## config.mk

```make
export PLATFORM = sky130hd
export DESIGN_NAME = xip_boot_seq
export DESIGN_NICKNAME = d
export VERILOG_FILES = /design/src/rtl/xip_boot_pkg.sv /design/src/rtl/xip_cfg_timer.sv /design/src/rtl/xip_sig_match.sv /design/src/rtl/xip_sector_ctr.sv /design/src/rtl/xip_boot_seq.sv
export SDC_FILE = /design/constraint.sdc
export NUM_CORES = 1
export LEC_CHECK = 0
export BUFFER_PORTS_ARGS = -buffer_cell sky130_fd_sc_hd__buf_2
export CAP_MARGIN = 15
export CORE_MARGIN = 2
export CORE_UTILIZATION = 50
export DETAILED_ROUTE_END_ITERATION = 7
export PLACE_DENSITY_LB_ADDON = 0.12
export SLEW_MARGIN = 25
export SYNTH_ARGS = -nofsm -noshare
export SYNTH_HDL_FRONTEND = slang
export SYNTH_SLANG_ARGS = --single-unit
export TNS_END_PERCENT = 100
```

## constraint.sdc

```tcl
create_clock -name clk -period 2.89 [get_ports clk]
set_input_delay 0.289 -clock clk [delete_from_list [all_inputs] [get_ports clk]]
set_output_delay 0.289 -clock clk [all_outputs]
set_load 0.05 [all_outputs]
```

## src/rtl/xip_boot_pkg.sv

```systemverilog
package xip_boot_pkg;
    typedef enum logic [3:0] {
        ST_IDLE,
        ST_CFG,
        ST_HDR_LO,
        ST_HDR_HI,
        ST_COPY_RD,
        ST_COPY_WR,
        ST_IMG_LO,
        ST_IMG_HI
    } boot_state_t;
endpackage

```

## src/rtl/xip_cfg_timer.sv

```systemverilog
module xip_cfg_timer #(
    parameter int CYCLES = 4
) (
    input  logic clk,
    input  logic rst_n,
    input  logic run,
    output logic expired
);
    generate
        if (CYCLES <= 1) begin : g_single
            assign expired = run;
        end else begin : g_count
            localparam int CNT_W = $clog2(CYCLES);
            logic [CNT_W-1:0] cnt_q;

            always_ff @(posedge clk or negedge rst_n) begin
                if (!rst_n) begin
                    cnt_q <= '0;
                end else if (!run || expired) begin
                    cnt_q <= '0;
                end else begin
                    cnt_q <= cnt_q + 1'b1;
                end
            end

            assign expired = run && (cnt_q == CNT_W'(CYCLES - 1));
        end
    endgenerate
endmodule

```

## src/rtl/xip_sig_match.sv

```systemverilog
module xip_sig_match #(
    parameter int HALF_W = 16
) (
    input  logic              clk,
    input  logic              rst_n,
    input  logic              cap_lo,
    input  logic [HALF_W-1:0] half_in,
    input  logic [2*HALF_W-1:0] sig,
    output logic              match
);
    logic [HALF_W-1:0] lo_q;

    always_ff @(posedge clk or negedge rst_n) begin
        if (!rst_n) begin
            lo_q <= '0;
        end else if (cap_lo) begin
            lo_q <= half_in;
        end
    end

    assign match = ({half_in, lo_q} == sig);
endmodule

```

## src/rtl/xip_sector_ctr.sv

```systemverilog
module xip_sector_ctr #(
    parameter int WORDS = 256
) (
    input  logic                       clk,
    input  logic                       rst_n,
    input  logic                       clr,
    input  logic                       inc,
    output logic [$clog2(WORDS)-1:0]   idx,
    output logic                       last
);
    localparam int IDX_W = $clog2(WORDS);

    always_ff @(posedge clk or negedge rst_n) begin
        if (!rst_n) begin
            idx <= '0;
        end else if (clr) begin
            idx <= '0;
        end else if (inc) begin
            idx <= idx + 1'b1;
        end
    end

    assign last = (idx == IDX_W'(WORDS - 1));
endmodule

```

## src/rtl/xip_boot_seq.sv

```systemverilog
module xip_boot_seq
    import xip_boot_pkg::*;
#(
    parameter int          ADDR_W       = 32,
    parameter int          DATA_W       = 16,
    parameter int          SECTOR_BYTES = 512,
    parameter int          CFG_CYCLES   = 4,
    parameter logic [31:0] BASE_ADDR    = 32'h0800_0000
) (
    input  logic                                  clk,
    input  logic                                  rst_n,
    input  logic                                  start,
    input  logic [2*DATA_W-1:0]                   hdr_sig,
    input  logic [2*DATA_W-1:0]                   img_sig,
    output logic                                  mem_req,
    output logic [ADDR_W-1:0]                     mem_addr,
    input  logic [DATA_W-1:0]                     mem_rdata,
    input  logic                                  mem_valid,
    input  logic                                  mem_err,
    output logic                                  ram_we,
    output logic [$clog2(SECTOR_BYTES/(DATA_W/8))-1:0] ram_addr,
    output logic [DATA_W-1:0]                     ram_wdata,
    output logic                                  done,
    output logic                                  pass,
    output logic [ADDR_W-1:0]                     entry_addr
);
    localparam int STEP   = DATA_W / 8;
    localparam int WORDS  = SECTOR_BYTES / STEP;
    localparam int IDX_W  = $clog2(WORDS);
    localparam logic [ADDR_W-1:0] BASE    = ADDR_W'(BASE_ADDR);
    localparam logic [ADDR_W-1:0] STEP_A  = ADDR_W'(STEP);
    localparam logic [ADDR_W-1:0] SECT_A  = ADDR_W'(SECTOR_BYTES);

    boot_state_t state_q, state_d;

    logic              cfg_expired;
    logic              sig_match;
    logic              sig_cap;
    logic [2*DATA_W-1:0] sig_sel;
    logic [IDX_W-1:0]  copy_idx;
    logic              copy_last;
    logic              hdr_found_q;
    logic [DATA_W-1:0] data_q;
    logic              rsp_ok;
    logic              rsp_err;
    logic [ADDR_W-1:0] img_base;
    logic              finish_fail;
    logic              finish_pass;

    assign rsp_err  = mem_req && mem_err;
    assign rsp_ok   = mem_req && mem_valid && !mem_err;
    assign img_base = hdr_found_q ? (BASE + SECT_A) : BASE;

    xip_cfg_timer #(.CYCLES(CFG_CYCLES)) u_cfg_timer (
        .clk     (clk),
        .rst_n   (rst_n),
        .run     (state_q == ST_CFG),
        .expired (cfg_expired)
    );

    assign sig_cap = rsp_ok && ((state_q == ST_HDR_LO) || (state_q == ST_IMG_LO));
    assign sig_sel = (state_q == ST_HDR_HI) ? hdr_sig : img_sig;

    xip_sig_match #(.HALF_W(DATA_W)) u_sig_match (
        .clk     (clk),
        .rst_n   (rst_n),
        .cap_lo  (sig_cap),
        .half_in (mem_rdata),
        .sig     (sig_sel),
        .match   (sig_match)
    );

    xip_sector_ctr #(.WORDS(WORDS)) u_sector_ctr (
        .clk   (clk),
        .rst_n (rst_n),
        .clr   (state_q == ST_IDLE),
        .inc   (state_q == ST_COPY_WR),
        .idx   (copy_idx),
        .last  (copy_last)
    );

    // Next-state logic
    always_comb begin
        state_d = state_q;
        unique case (state_q)
            ST_IDLE:    if (start) state_d = ST_CFG;
            ST_CFG:     if (cfg_expired) state_d = ST_HDR_LO;
            ST_HDR_LO: begin
                if (rsp_err)     state_d = ST_IMG_LO;
                else if (rsp_ok) state_d = ST_HDR_HI;
            end
            ST_HDR_HI: begin
                if (rsp_err)     state_d = ST_IMG_LO;
                else if (rsp_ok) state_d = sig_match ? ST_COPY_RD : ST_IMG_LO;
            end
            ST_COPY_RD: begin
                if (rsp_err)     state_d = ST_IDLE;
                else if (rsp_ok) state_d = ST_COPY_WR;
            end
            ST_COPY_WR: state_d = copy_last ? ST_IMG_LO : ST_COPY_RD;
            ST_IMG_LO: begin
                if (rsp_err)     state_d = ST_IDLE;
                else if (rsp_ok) state_d = ST_IMG_HI;
            end
            ST_IMG_HI: begin
                if (rsp_err || rsp_ok) state_d = ST_IDLE;
            end
            default:    state_d = ST_IDLE;
        endcase
    end

    // State register
    always_ff @(posedge clk or negedge rst_n) begin
        if (!rst_n) state_q <= ST_IDLE;
        else        state_q <= state_d;
    end

    // Port-side strobes and addresses
    always_comb begin
        mem_req   = 1'b0;
        mem_addr  = '0;
        ram_we    = 1'b0;
        ram_addr  = copy_idx;
        ram_wdata = data_q;
        unique case (state_q)
            ST_HDR_LO:  begin mem_req = 1'b1; mem_addr = BASE; end
            ST_HDR_HI:  begin mem_req = 1'b1; mem_addr = BASE + STEP_A; end
            ST_COPY_RD: begin
                mem_req  = 1'b1;
                mem_addr = BASE + ADDR_W'(copy_idx) * STEP_A;
            end
            ST_COPY_WR: ram_we = 1'b1;
            ST_IMG_LO:  begin mem_req = 1'b1; mem_addr = img_base; end
            ST_IMG_HI:  begin mem_req = 1'b1; mem_addr = img_base + STEP_A; end
            default:    ;
        endcase
    end

    assign finish_fail = ((state_q == ST_COPY_RD) && rsp_err)
                      || ((state_q == ST_IMG_LO) && rsp_err)
                      || ((state_q == ST_IMG_HI) && (rsp_err || (rsp_ok && !sig_match)));
    assign finish_pass = (state_q == ST_IMG_HI) && rsp_ok && sig_match;

    // Sequence bookkeeping and result registers
    always_ff @(posedge clk or negedge rst_n) begin
        if (!rst_n) begin
            hdr_found_q <= 1'b0;
            data_q      <= '0;
            done        <= 1'b0;
            pass        <= 1'b0;
            entry_addr  <= '0;
        end else begin
            if ((state_q == ST_IDLE) && start) begin
                hdr_found_q <= 1'b0;
                done        <= 1'b0;
                pass        <= 1'b0;
                entry_addr  <= '0;
            end
            if ((state_q == ST_HDR_HI) && rsp_ok && sig_match) begin
                hdr_found_q <= 1'b1;
            end
            if ((state_q == ST_COPY_RD) && rsp_ok) begin
                data_q <= mem_rdata;
            end
            if (finish_fail) begin
                done       <= 1'b1;
                pass       <= 1'b0;
                entry_addr <= '0;
            end
            if (finish_pass) begin
                done       <= 1'b1;
                pass       <= 1'b1;
                entry_addr <= img_base;
            end
        end
    end
endmodule

```

* Word-level counts from Yosys, hierarchy flattened
Cells that the tools add are included.
** Storage, ports and cells
- Register bits :: 81
- Input bits :: 85
- Logic and storage cells :: 91
** Cells by class
- Add/subtract/negate cells :: 4
- Eq/ne operators :: 17
- Muxes and demuxes :: 31
- Reduce and logical (&&, ||, !) cells :: 30
** Operator list (number)
- $pmux W29 S5 :: 1
- $mux W32 :: 4
- $mux W4 :: 11
- $eq A32 B32 Y1 :: 1
- $pmux W4 S8 :: 1
- $add A28 B2 Y29 const B :: 1
- $add A28 B9 Y29 const A :: 1
- $eq A4 B3 Y1 const B :: 4
- $mux W8 :: 2
- $logic_and A1 B1 Y1 :: 15
- $ne A3 B3 Y1 const B :: 4
- $mux W10 :: 1
- $add A8 B1 Y8 const B :: 1
- $eq A4 B2 Y1 const B :: 2
- $eq A8 B8 Y1 const B :: 1
- $mux W1 :: 8
- $reduce_and A7 Y1 :: 1
- $logic_or A1 B1 Y1 :: 6
- $mux W2 :: 3
- $ne A2 B2 Y1 const B :: 3
- $reduce_or A5 Y1 :: 1
- $eq A4 B1 Y1 const B :: 1
- $logic_not A4 Y1 :: 1
- $reduce_bool A2 Y1 :: 2
- other kinds (4) :: 6

* Depth between registers and ports, before layout
- Depth after elaboration :: 11
- Mapped depth :: 9
- Depth with buffers taken out :: 7

* By module
A second synthesis with hierarchy kept.
** Unflattened totals
- Cell total of the unflattened synthesis :: 316
- Area, all modules :: 3394.5 um2
** Modules (own cells, without submodules)
- xip_boot_seq :: instances 1, cells each 194, area each 1963.1 um2, sequential area each 575.6 um2
- xip_sig_match :: instances 1, cells each 77, area each 943.4 um2, sequential area each 400.4 um2
- xip_sector_ctr :: instances 1, cells each 39, area each 396.6 um2, sequential area each 200.2 um2
- xip_cfg_timer :: instances 1, cells each 6, area each 91.3 um2, sequential area each 50.0 um2

* Least setup slack after synthesis
No wires, ideal clock.
- Kind :: register to output
- Start point :: reg state_q[0]
- End point :: out mem_addr[1]
- Arrival time :: 1.771 ns
- Slack :: 0.830 ns
- Stages on the path, launching flop included :: 4
- Buffers on the path :: 1
- Cells stage by stage :: dfrtp_1 buf_6 clkinv_1 o21ai_0
** On the way
- Longest elaborated chain between the ends :: 2
** Ends and longest elaborated chain
- start, declared :: RTL line xip_boot_seq.sv:34 : boot_state_t state_q, state_d;
- start signal, assigned :: RTL line xip_boot_seq.sv:115 : else state_q <= state_d;
- $eq A4 B3 Y1 / $eq A4 B2 Y1 (equally long branches) :: RTL line xip_boot_seq.sv:125 : unique case (state_q)
- $pmux W29 S5 * :: RTL line xip_boot_seq.sv:125
- end, declared :: RTL line xip_boot_seq.sv:16 : output logic [ADDR_W-1:0] mem_addr,
Mark *: on every way between the ends. The rest lies on a longest branch, timed or not.

* Final worst setup path
- Start point :: reg state_q[2]
- End point :: reg state_q[1]
** On the way
- Longest elaborated chain between the ends :: 8
** Ends and longest elaborated chain
- branches (longest 8 deep; another with $mux W32)
Parallel ways; which one is timed is not known. The select of a mux whose other input is x is not followed.
A chain may end at the register's enable or synchronous reset.

==> results.toml <==
[outcome]
status = "completed"

[floorplan]
dieArea_um2 = 7780
pin_count = 177
fp.dieH_um = 88.2
core_area_um2 = 6830
start_util = 0.519
rows = 30
die_x_um = 88.2

[clock_network]
cts_resized = 0
clkLatencyLatePin_ns = 0.30
post_cts_buffers = 0
holdBufCountCts = 0
cts_buffers = 5
clk_pin_slew_worst_paths_ns = 0.09
h-tree-depth = 2
cts_buffer_depth = 2
root_buffer = "clkbuf_8"
cts_tree = "yes"
cts_sinks = 49

[synth]
synth_top_family_by_area = "simple AND/OR/NAND/NOR gates"
ys_top_cells_by_count = "buf_4 (54), dfrtp_1 (49), nand2_1 (32)"
synthAdderAreaFrac = 0.00706
yosys_register_bits = 49
ys_async_sr_fraction = 1.00
yosysTopAreaCell = "dfrtp_1"
yosys.area_share.simple = 0.178
syn_inst = 380
synth_mux_area_frac = 0.111
synth_xor_area_frac = 0.0766
ys.flop_type = "dfrtp_1"
yosysSeqAreaShare = 0.346
syn_area_um2 = 3540
synthTopCellsByArea = "dfrtp_1 (35%), buf_4 (11%), mux2_2 (6.7%), xnor2_1 (4.0%), xor2_1 (3.7%)"
synth_cell_types = 53
synth.most_common_cell = "buf_4"
synth_top_cell_area_share = 0.346
synth_compound_area_frac = 0.124
synth_edf_count = 0
ys.warnings.count = 0
syn_area_per_cell_um2 = 9.32

[timing]
fin_setup_tns_ns = 0
setup_violations = 0
tightestPinTransition_ns = 0.650
fin_crit_sh = 0.780
relSlewSlack = 0.567
fin_crit_ns = 2.26
drv_slew = 0
fin_skew_ns = 0.00345
whs_ns = 0.0730
maxClockFrequency_mhz = 443
rsz0062_at_grt = "no"
hold_violations = 0
worst_slack_ns = 0.635

[placement]
place_ws_ns = 0.673
dp.cells = 592
dp.final_hpwl_mm = 7.18
place.port_buffers = 124
gp_congestion = 0.931

[finish]
layout.nets = 590
antenna_cells = 0
final_cells = 600
nFillCells = 625
syn_to_final_growth_pct = 17.6
drive_gt1_frac = 0.333
multi_input_area_um2 = 1960
seqCellArea_um2 = 1230

[critical_path]
end_kind = "flip-flop"
reg2reg_from = "state_q[2]"
startpoint_type = "flip-flop"
r2r_end = "state_q[1]"
cp-endpoint = "state_q[1]"
crit_type = "reg -> reg"
r2r_cells = 7
crit_start = "state_q[2]"
worstPathRequired_ns = 3.09
crit_chain = "and3b_1, buf_4, mux2i_1, o221ai_1, a211oi_2, nand4_1, o211a_1"
max_stage_delay_ns = 0.43
r2r_slack_ns = 0.63
slowest_stage = "and3b_1"
crit_path_max_fanout = 12
arrival_ns = 2.45

[pwr]
intPower_mw = 1.86
p_switching_mw = 1.79
clkPwrFrac = 0.141
power.leakage_nw = 2.15
pwr-share-comb = 0.552
seqPwrFrac = 0.307
swShare = 0.491
irDropWorstVdd_v = 0.000547
powerDensity_nw_per_um2 = 877

[routing]
num_vias = 3111
vias_per_cell = 5.19
first_pass_iters = 4
post_drt_wl_per_cell_um = 15.3
drt_wl_total_mm = 9.19
drt-initial-drc-count = 197
drc = 0
ant_nets = 0

[global_routing]
grt_remaining_overflow = 0
antenna_found_initial = 0
grt_pass1_wl_mm = 14.1
grt_pass1_vias = 2846
grt_usage = 0.237
grt_max_degree = 50

[hold_path]
worstHoldPathType = "in -> async"

[run]
cap_violations = 0
[kinds of logic (layout without fill, tap and decap cells)]
kind of cell    Yosys count  after routing
xor+xnor                 31             31
simple gates            115            115
mux                      36             36
flops                    49             49
compound gates           61             61
other cells               1             52
buf+inv                  85            158
fa+ha+maj                 2              2
[worst max-delay path, delay by kind of cell (launching register included)]
family	cells	cell delay (ns)
muxes	1	0.23
and+or+nand+nor	2	0.56
AOI/OAI and AO/OA	3	0.69
DFF	1	0.39
buffers and inverters	1	0.28
[metrics by stage]
stage               utilization  instance area, µm²  total power [mW]
finish                    0.610                4170              3.66
detailed placement        0.593                4050              3.15
global route              0.610                4170              3.88
global placement          0.593                4050              3.12
CTS                       0.610                4170              3.66
floorplan                     -                3730              2.74
[worst min path at each step]
stage	startpoint	slack, ns	cells after the start	end
2_1_floorplan	rst_n	-0.007	0	done
3_3_place_gp	u_cfg_timer.g_count.cnt_q[0]	0.42	1	u_cfg_timer.g_count.cnt_q[0]
3_5_place_dp	u_cfg_timer.g_count.cnt_q[0]	0.43	1	u_cfg_timer.g_count.cnt_q[0]
4_1_cts	rst_n	0.11	2	u_sig_match.lo_q[10]
5_1_grt	rst_n	0.13	2	u_sig_match.lo_q[10]
6_report	rst_n	0.07	2	u_sig_match.lo_q[10]
[layer usage]
layer | part of all wire | track usage | vias up
met2 | 0.46 | 0.366 | 160
li1 | - | - | 1473
met5 | 0 | 0 | -
met3 | 0.073 | 0.0415 | 17
met4 | 0.018 | 0.0730 | 0
met1 | 0.45 | 0.340 | 1461
[layout by cell type (no fill, tap or decap), types with 2 or more instances in the layout]
| master | instances |
|---|---|
| buf_2 | 124 |
| conb_1 | 52 |
| dfrtp_1 | 49 |
| nand2_1 | 32 |
| o21ai_0 | 21 |
| mux2_2 | 21 |
| nor2b_1 | 17 |
| inv_1 | 16 |
| xnor2_1 | 16 |
| xor2_1 | 15 |
| nor2_1 | 13 |
| and3_1 | 11 |
| mux2i_1 | 10 |
| nand2b_1 | 9 |
| nand3_1 | 8 |
| nand4_1 | 8 |
| buf_4 | 7 |
| nor3_1 | 6 |
| clkbuf_8 | 6 |
| mux2_1 | 5 |
| a21o_1 | 4 |
| o22ai_1 | 4 |
| nor4_1 | 4 |
| a222oi_1 | 4 |
| a2111oi_0 | 3 |
| a21oi_1 | 3 |
| o21ai_1 | 3 |
| inv_2 | 2 |
| a221o_1 | 2 |
| o2111ai_1 | 2 |
| a211oi_2 | 2 |
| ha_1 | 2 |
[power by group through the flow]
| stage | Clock [mW] | Sequential (mW) | Combinational [mW] |
|---|---|---|---|
| CTS | 0.524 | 1.12 | 2.02 |
| global route | 0.548 | 1.16 | 2.18 |
| global placement | 0 | 1.12 | 1.99 |
| floorplan | 0 | 1.55 | 1.19 |
| detailed placement | 0 | 1.13 | 2.01 |
| finish | 0.514 | 1.12 | 2.02 |
[state kept, by name, indices dropped and copies added (netlist names)]
register and count:
hdr_found_q 1, u_sig_match.lo_q 16, entry_addr 2, state_q 3
done 1, ram_wdata 16, u_cfg_timer.g_count.cnt_q 2, u_sector_ctr.idx 8
[layout make-up]
class | count | share of cell area
Timing Repair Buffer | 131 | 0.162
Clock buffer | 7 | 0.0207
Tap cell | 96 | 0.0288
Inverter | 19 | 0.0171
Sequential cell | 49 | 0.294
Multi-Input combinational cell | 297 | 0.470
Clock inverter | 1 | 0.00721
(Power assumes the default switching activity.)
